## src/rtl/far_ext_pkg.sv

```systemverilog
package far_ext_pkg;
  typedef enum logic [1:0] {
    MODE_NONE = 2'b00,
    MODE_ZP   = 2'b01,
    MODE_YIDX = 2'b10,
    MODE_YINC = 2'b11
  } mem_mode_e;

  typedef enum logic [2:0] {
    SRC_NONE = 3'd0,
    SRC_IMM  = 3'd1,
    SRC_AC   = 3'd2,
    SRC_Y    = 3'd3,
    SRC_VID  = 3'd4
  } z_src_e;

  typedef struct packed {
    z_src_e src;
    logic   arm;
  } z_op_t;
endpackage

```

## src/rtl/far_ext_decode.sv

```systemverilog
module far_ext_decode
  import far_ext_pkg::*;
#(
  parameter int BYTE_W = 8
) (
  input  logic              oe_ni,
  input  logic              we_ni,
  input  logic [BYTE_W-1:0] code_i,
  output logic              ctrl_cyc_o,
  output logic              ordinary_o,
  output z_op_t             op_o
);
  localparam logic [3:0] NIB_REG   = 4'h1;
  localparam logic [3:0] NIB_IMM   = 4'h2;
  localparam logic [3:0] NIB_IMM_P = 4'h3;

  logic [3:0] nib_lo;
  logic [2:0] sel;
  logic       pfx_bit;

  assign nib_lo     = code_i[3:0];
  assign sel        = code_i[6:4];
  assign pfx_bit    = code_i[BYTE_W-1];
  assign ctrl_cyc_o = !oe_ni && !we_ni;
  assign ordinary_o = ctrl_cyc_o && (code_i[1:0] == 2'b00);

  always_comb begin
    op_o = '{src: SRC_NONE, arm: 1'b0};
    if (ctrl_cyc_o) begin
      unique case (nib_lo)
        NIB_REG: begin
          unique case (sel)
            3'd4:    op_o = '{src: SRC_NONE, arm: pfx_bit};
            3'd5:    op_o = '{src: SRC_AC,   arm: pfx_bit};
            3'd6:    op_o = '{src: SRC_Y,    arm: pfx_bit};
            3'd7:    op_o = '{src: SRC_VID,  arm: pfx_bit};
            default: op_o = '{src: SRC_NONE, arm: 1'b0};
          endcase
        end
        NIB_IMM:   op_o = '{src: SRC_IMM, arm: 1'b0};
        NIB_IMM_P: op_o = '{src: SRC_IMM, arm: 1'b1};
        default:   op_o = '{src: SRC_NONE, arm: 1'b0};
      endcase
    end
  end
endmodule

```

## src/rtl/far_ext_zreg.sv

```systemverilog
module far_ext_zreg
  import far_ext_pkg::*;
#(
  parameter int Z_W = 3
) (
  input  logic           clk_i,
  input  logic           rst_ni,
  input  z_op_t          op_i,
  input  logic [Z_W-1:0] imm_i,
  input  logic [Z_W-1:0] ac_i,
  input  logic           ac_msb_i,
  input  logic [Z_W-1:0] y_i,
  input  logic [Z_W-1:0] vid_even_i,
  input  logic [Z_W-1:0] vid_odd_i,
  output logic [Z_W-1:0] z_o,
  output logic           prefix_o
);
  logic [Z_W-1:0] z_q, z_d;
  logic           pfx_q;

  always_comb begin
    z_d = z_q;
    unique case (op_i.src)
      SRC_IMM: z_d = imm_i;
      SRC_AC:  z_d = ac_i;
      SRC_Y:   z_d = y_i;
      SRC_VID: z_d = ac_msb_i ? vid_odd_i : vid_even_i;
      default: z_d = z_q;
    endcase
  end

  always_ff @(posedge clk_i or negedge rst_ni) begin
    if (!rst_ni) begin
      z_q   <= '0;
      pfx_q <= 1'b0;
    end else begin
      z_q   <= z_d;
      pfx_q <= op_i.arm; // one-shot: any other instruction drops it
    end
  end

  assign z_o      = z_q;
  assign prefix_o = pfx_q;
endmodule

```

## src/rtl/far_ext_mux.sv

```systemverilog
module far_ext_mux
  import far_ext_pkg::*;
#(
  parameter int Z_W    = 3,
  parameter int BYTE_W = 8
) (
  input  logic              prefix_i,
  input  logic [Z_W-1:0]    z_i,
  input  logic              oe_ni,
  input  logic              we_ni,
  input  mem_mode_e         mode_i,
  input  logic              to_out_i,
  input  logic [Z_W-1:0]    bank_i,
  input  logic [BYTE_W-1:0] mid_i,
  output logic [Z_W-1:0]    hi_o,
  output logic [BYTE_W-1:0] mid_o
);
  logic is_ld, is_st, ld_ok, st_ok, ext;

  assign is_ld = !oe_ni && we_ni;
  assign is_st = oe_ni && !we_ni;

  always_comb begin
    ld_ok = 1'b0;
    st_ok = 1'b0;
    unique case (mode_i)
      MODE_ZP, MODE_YIDX: begin ld_ok = 1'b1;     st_ok = !to_out_i; end
      MODE_YINC:          begin ld_ok = to_out_i; st_ok = !to_out_i; end
      default:            begin ld_ok = 1'b0;     st_ok = 1'b0;      end
    endcase
  end

  assign ext   = prefix_i && ((is_ld && ld_ok) || (is_st && st_ok));
  assign hi_o  = ext ? z_i : bank_i;
  assign mid_o = (ext && mode_i == MODE_ZP) ? '0 : mid_i;
endmodule

```

## src/rtl/far_ext_unit.sv

```systemverilog
module far_ext_unit
  import far_ext_pkg::*;
#(
  parameter int Z_W    = 3,
  parameter int BYTE_W = 8
) (
  input  logic              clk_i,
  input  logic              rst_ni,
  input  logic              sram_oe_ni,
  input  logic              sram_we_ni,
  input  logic [BYTE_W-1:0] code_i,
  input  logic [BYTE_W-1:0] addr_mid_i,
  input  logic [BYTE_W-1:0] alu_i,
  input  logic [1:0]        mode_i,
  input  logic              to_out_i,
  input  logic [Z_W-1:0]    bank_i,
  input  logic [Z_W-1:0]    vbank_even_i,
  input  logic [Z_W-1:0]    vbank_odd_i,
  output logic [Z_W-1:0]    sram_addr_hi_o,
  output logic [BYTE_W-1:0] sram_addr_mid_o,
  output logic              ctrl_strobe_o,
  output logic [Z_W-1:0]    z_o,
  output logic              prefix_o
);
  z_op_t          op;
  logic           ctrl_cyc;
  logic [Z_W-1:0] z;
  logic           pfx;
  logic           unused_alu;

  assign unused_alu = ^{alu_i[BYTE_W-2:Z_W], ctrl_cyc};

  far_ext_decode #(.BYTE_W(BYTE_W)) i_decode (
    .oe_ni      (sram_oe_ni),
    .we_ni      (sram_we_ni),
    .code_i     (code_i),
    .ctrl_cyc_o (ctrl_cyc),
    .ordinary_o (ctrl_strobe_o),
    .op_o       (op)
  );

  far_ext_zreg #(.Z_W(Z_W)) i_zreg (
    .clk_i      (clk_i),
    .rst_ni     (rst_ni),
    .op_i       (op),
    .imm_i      (code_i[4 +: Z_W]),
    .ac_i       (alu_i[Z_W-1:0]),
    .ac_msb_i   (alu_i[BYTE_W-1]),
    .y_i        (addr_mid_i[Z_W-1:0]),
    .vid_even_i (vbank_even_i),
    .vid_odd_i  (vbank_odd_i),
    .z_o        (z),
    .prefix_o   (pfx)
  );

  far_ext_mux #(.Z_W(Z_W), .BYTE_W(BYTE_W)) i_mux (
    .prefix_i (pfx),
    .z_i      (z),
    .oe_ni    (sram_oe_ni),
    .we_ni    (sram_we_ni),
    .mode_i   (mem_mode_e'(mode_i)),
    .to_out_i (to_out_i),
    .bank_i   (bank_i),
    .mid_i    (addr_mid_i),
    .hi_o     (sram_addr_hi_o),
    .mid_o    (sram_addr_mid_o)
  );

  assign z_o      = z;
  assign prefix_o = pfx;
endmodule

```

## config.mk

```make
export PLATFORM = sky130hd
export DESIGN_NAME = far_ext_unit
export DESIGN_NICKNAME = d
export VERILOG_FILES = /design/src/rtl/far_ext_pkg.sv /design/src/rtl/far_ext_decode.sv /design/src/rtl/far_ext_zreg.sv /design/src/rtl/far_ext_mux.sv /design/src/rtl/far_ext_unit.sv
export SDC_FILE = /design/constraint.sdc
export NUM_CORES = 1
export LEC_CHECK = 0
export BUFFER_PORTS_ARGS = -buffer_cell sky130_fd_sc_hd__clkbuf_2
export CAP_MARGIN = 40
export CORE_MARGIN = 2
export CORE_UTILIZATION = 32
export CTS_CLUSTER_DIAMETER = 200
export DETAILED_ROUTE_END_ITERATION = 10
export PLACE_DENSITY = 0.75
export SLEW_MARGIN = 15
export SYNTH_ARGS = -nofsm -noshare
export SYNTH_HDL_FRONTEND = slang
export SYNTH_SLANG_ARGS = --single-unit
```

## constraint.sdc

```tcl
create_clock -name clk_i -period 1.8 [get_ports clk_i]
set_input_delay 0.27 -clock clk_i [delete_from_list [all_inputs] [get_ports clk_i]]
set_output_delay 0.27 -clock clk_i [all_outputs]
set_load 0.005 [all_outputs]
```

==> results.py <==
metrics = {
    "yosys": {
        "synth_area_leader_cell": "dfrtp_1",
        "synth_top_area_share_pct": 20.3,
        "ys_types": 27,
        "synth.most_common_cell": "and2_1",
        "yosys.area_share.simple_pct": 35.0,
        "avgSynthCellArea_um2": 8.08,
        "synth_top_family_by_area": "simple AND/OR/NAND/NOR gates",
        "syn_nets": 104,
        "synthTopCellsByArea": "dfrtp_1 (20%), and2_1 (10%), ha_1 (7.6%), mux2_2 (6.9%), mux2i_1 (6.1%)",
        "synth-edff-count": 0,
        "synth_compound_area_share_pct": 19.5,
        "synthCells": 61,
        "yosys_warnings": 0,
        "yosysSeqAreaShare_pct": 20.3,
        "synthAdderAreaFrac_pct": 7.61,
        "async_flop_share_pct": 100,
        "ys_seq_elements": 4,
        "synth_mux_area_share_pct": 12.9,
        "synth-main-ff-cell": "dfrtp_1",
        "synthTopCellsByCount": "and2_1 (8), nor2_1 (5)",
        "synthXorXnorAreaFrac_pct": 0,
        "syn_area_um2": 493,
    },
    "critical_path": {
        "worstPathRequired_ns": 1.53,
        "worstPathArrival_ns": 1.53,
        "r2r_slack_ns": 1.13,
        "max_stage_delay_ns": 0.33,
        "endpoint_kind": "output pin",
        "reg2reg_depth": 2,
        "critical_path_class": "input port to output pin",
        "r2r-end": "i_zreg.z_o[1]",
        "r2r-start": "i_zreg.z_o[1]",
        "cp_common_cell": "buf_6",
        "path_delay_family": "multiplexers",
        "crit_start": "mode_i[0]",
        "path_buf_inv": 3,
        "crit_chain": "buf_8 -> buf_6 -> ha_4 -> a21oi_2 -> o2bb2ai_2 -> nand3b_1 -> mux2_4 -> buf_6",
        "path_max_fanout": 3,
        "slowest_stage": "mux2_4",
        "start_kind": "input port",
    },
    "placement": {
        "post-place-ws_ns": 0.000233,
        "io_buffers": 51,
        "gp_congestion": 0.661,
        "dp_hpwl_mm": 1.17,
    },
    "global_routing": {
        "grt_pass1_wl_mm": 2.18,
        "grt_max_degree": 10,
        "grt_pass1_vias": 573,
        "grt_use_total_pct": 15.0,
        "antenna_found_initial": 0,
        "grt_overflow": 0,
    },
    "sta": {
        "slew-limit-headroom_pct": 81.7,
        "fin_ws_ns": 0.000130,
        "setup_viol": 0,
        "fmax_mhz": 556,
        "drv_slew": 0,
        "hold_violations": 0,
        "rsz0062_at_grt": "yes",
        "max_slew.worst_pin.slew_ns": 0.273,
        "fin_crit_sh_pct": 100,
        "fin_worst_skew_ns": 0,
        "period_minus_slack_ns": 1.80,
    },
    "hold_path": {
        "min_path_type": "input port to register",
        "hold_path.startpoint": "code_i[6]",
        "worstHoldPathCells": 3,
        "min_to": "i_zreg.z_o[2]",
    },
    "final_layout": {
        "n_fill_cell": 141,
        "final_nets": 161,
        "area_growth_pct": 80.5,
        "drive_gt1_share_pct": 57.8,
        "final_util_pct": 60.5,
        "antenna_cells": 0,
    },
    "die": {
        "pin_count": 56,
        "start_util_pct": 33.5,
        "die_h_um": 43.3,
        "die_x_um": 43.3,
        "rows": 14,
        "core_um2": 1470,
        "dieArea_um2": 1870,
    },
    "route": {
        "drt_iter0_markers": 6,
        "firstDrtPassIters": 2,
        "vias": 631,
        "postRouteAntennaNets": 0,
        "drc": 0,
        "wl_per_cell_um": 11.2,
        "wl_mm": 1.48,
        "drt-vias-per-instance": 4.78,
    },
    "cts": {
        "worstSkewPairLatency_ns": 0.23,
        "postCtsSetupRepairBufs": 0,
        "cts_root_buffer": "clkbuf_4",
        "htreeDepth": 1,
        "clk_pin_slew_worst_paths_ns": 0.04,
        "cts_buffer_depth": 2,
        "cts_buffers": 3,
        "clock-sinks": 4,
        "cts_tree": "done",
    },
    "power_and_ir_drop": {
        "total_power_mw": 0.398,
        "leakagePower_nw": 0.456,
        "peakVddDrop_mv": 0.167,
        "power_density_nw_per_um2": 448,
    },
    "status": {
        "status": "completed",
    },
    "flow_run": {
        "max_cap_violations": 0,
    },
}
==> routing by layer <==
metal / share of wire (%) / wire (µm) / track usage (%) / up-vias
met5: 0 / 0 / 0 / -
met4: 0 / 0 / 5.45 / 0
li1: - / - / - / 330
met2: 55 / 816 / 26.6 / 27
met1: 38 / 561 / 17.7 / 274
met3: 7.1 / 106 / 2.98 / 0
==> metrics by stage <==
step	instances	instance area, µm²	hold slack, ns	TNS (ns)
after floorplan	61	493	-0.0256	0
after global placement	128	776	0.0771	0
after detailed placement	128	776	0.0794	0
after CTS	132	808	0.324	-0.0126
after global routing	132	890	0.347	-0.214
final	132	890	0.326	0
==> registers in the layout, summed over array words and instances, names as in the netlist <==
signal,flops
i_zreg.prefix_o,1
i_zreg.z_o,3
==> repair_timing <==
action	4_1_cts	5_1_grt
gates resized for setup	0	21
hold endpoints to repair	4	0
setup endpoints to repair	3	11
hold buffers	1	0
pin swaps	0	4
==> layout make-up <==
type	count	area, µm²	share of cell area [%]
multi-input cells	51	417	46.8
repair buffers	54	310	34.9
well taps	16	20.0	2.25
clock buffers	3	22.5	2.53
inverters	4	20.0	2.25
flip-flops and latches	4	100	11.3
==> power breakdown <==
group / switching, mW / internal (mW) / total, mW / leakage, nW
clock network: 0.0332 / 0.0744 / 0.108 / 0.0138
logic: 0.0712 / 0.0978 / 0.169 / 0.394
registers: 0.0137 / 0.108 / 0.122 / 0.0484
==> how the worst max path moves through the flow <==
stage / to / depth (start not counted) / slack [ns]
6_report: sram_addr_hi_o[2] / 8 / 0.0001
5_1_grt: sram_addr_hi_o[2] / 8 / -0.08
4_1_cts: sram_addr_hi_o[1] / 8 / -0.006
3_5_place_dp: sram_addr_hi_o[1] / 8 / 0.0002
3_3_place_gp: sram_addr_hi_o[0] / 8 / 0.04
2_1_floorplan: sram_addr_hi_o[0] / 6 / 0.30
==> kinds of logic (layout without fill, tap and decap cells) <==
logic type	count (synthesis)	in the layout
adders and majority gates	3	3
muxes	6	6
DFF	4	4
AOI/OAI and AO/OA	14	14
and+or+nand+nor	28	28
buffers and inverters	6	61
==> cell usage in the layout (no fill, tap or decap) <==
master,n
a31oi_1,2
ha_1,1
buf_4,1
ha_4,2
nand3_1,1
or4_4,1
mux2i_1,3
buf_8,2
dlygate4sd3_1,1
a21oi_2,1
o21ai_0,4
dfrtp_1,4
a22oi_1,1
inv_4,2
o2bb2ai_2,1
a21oi_4,1
o211ai_1,1
and2_1,8
o22ai_1,1
buf_6,2
nand3b_1,2
nand2b_1,1
mux2_4,3
nor2_1,5
inv_1,2
nor2b_1,4
a211oi_1,1
nand4b_1,1
a21oi_1,1
clkbuf_4,3
nor3b_1,3
nand2_1,1
clkbuf_2,48
nor4_1,1
==> worst min-delay path, stage by stage <==
cell      delay, ns
clkbuf_2       0.11
nand2_1        0.06
o22ai_1        0.06
No activity file was read; power rests on OpenSTA's default activity.
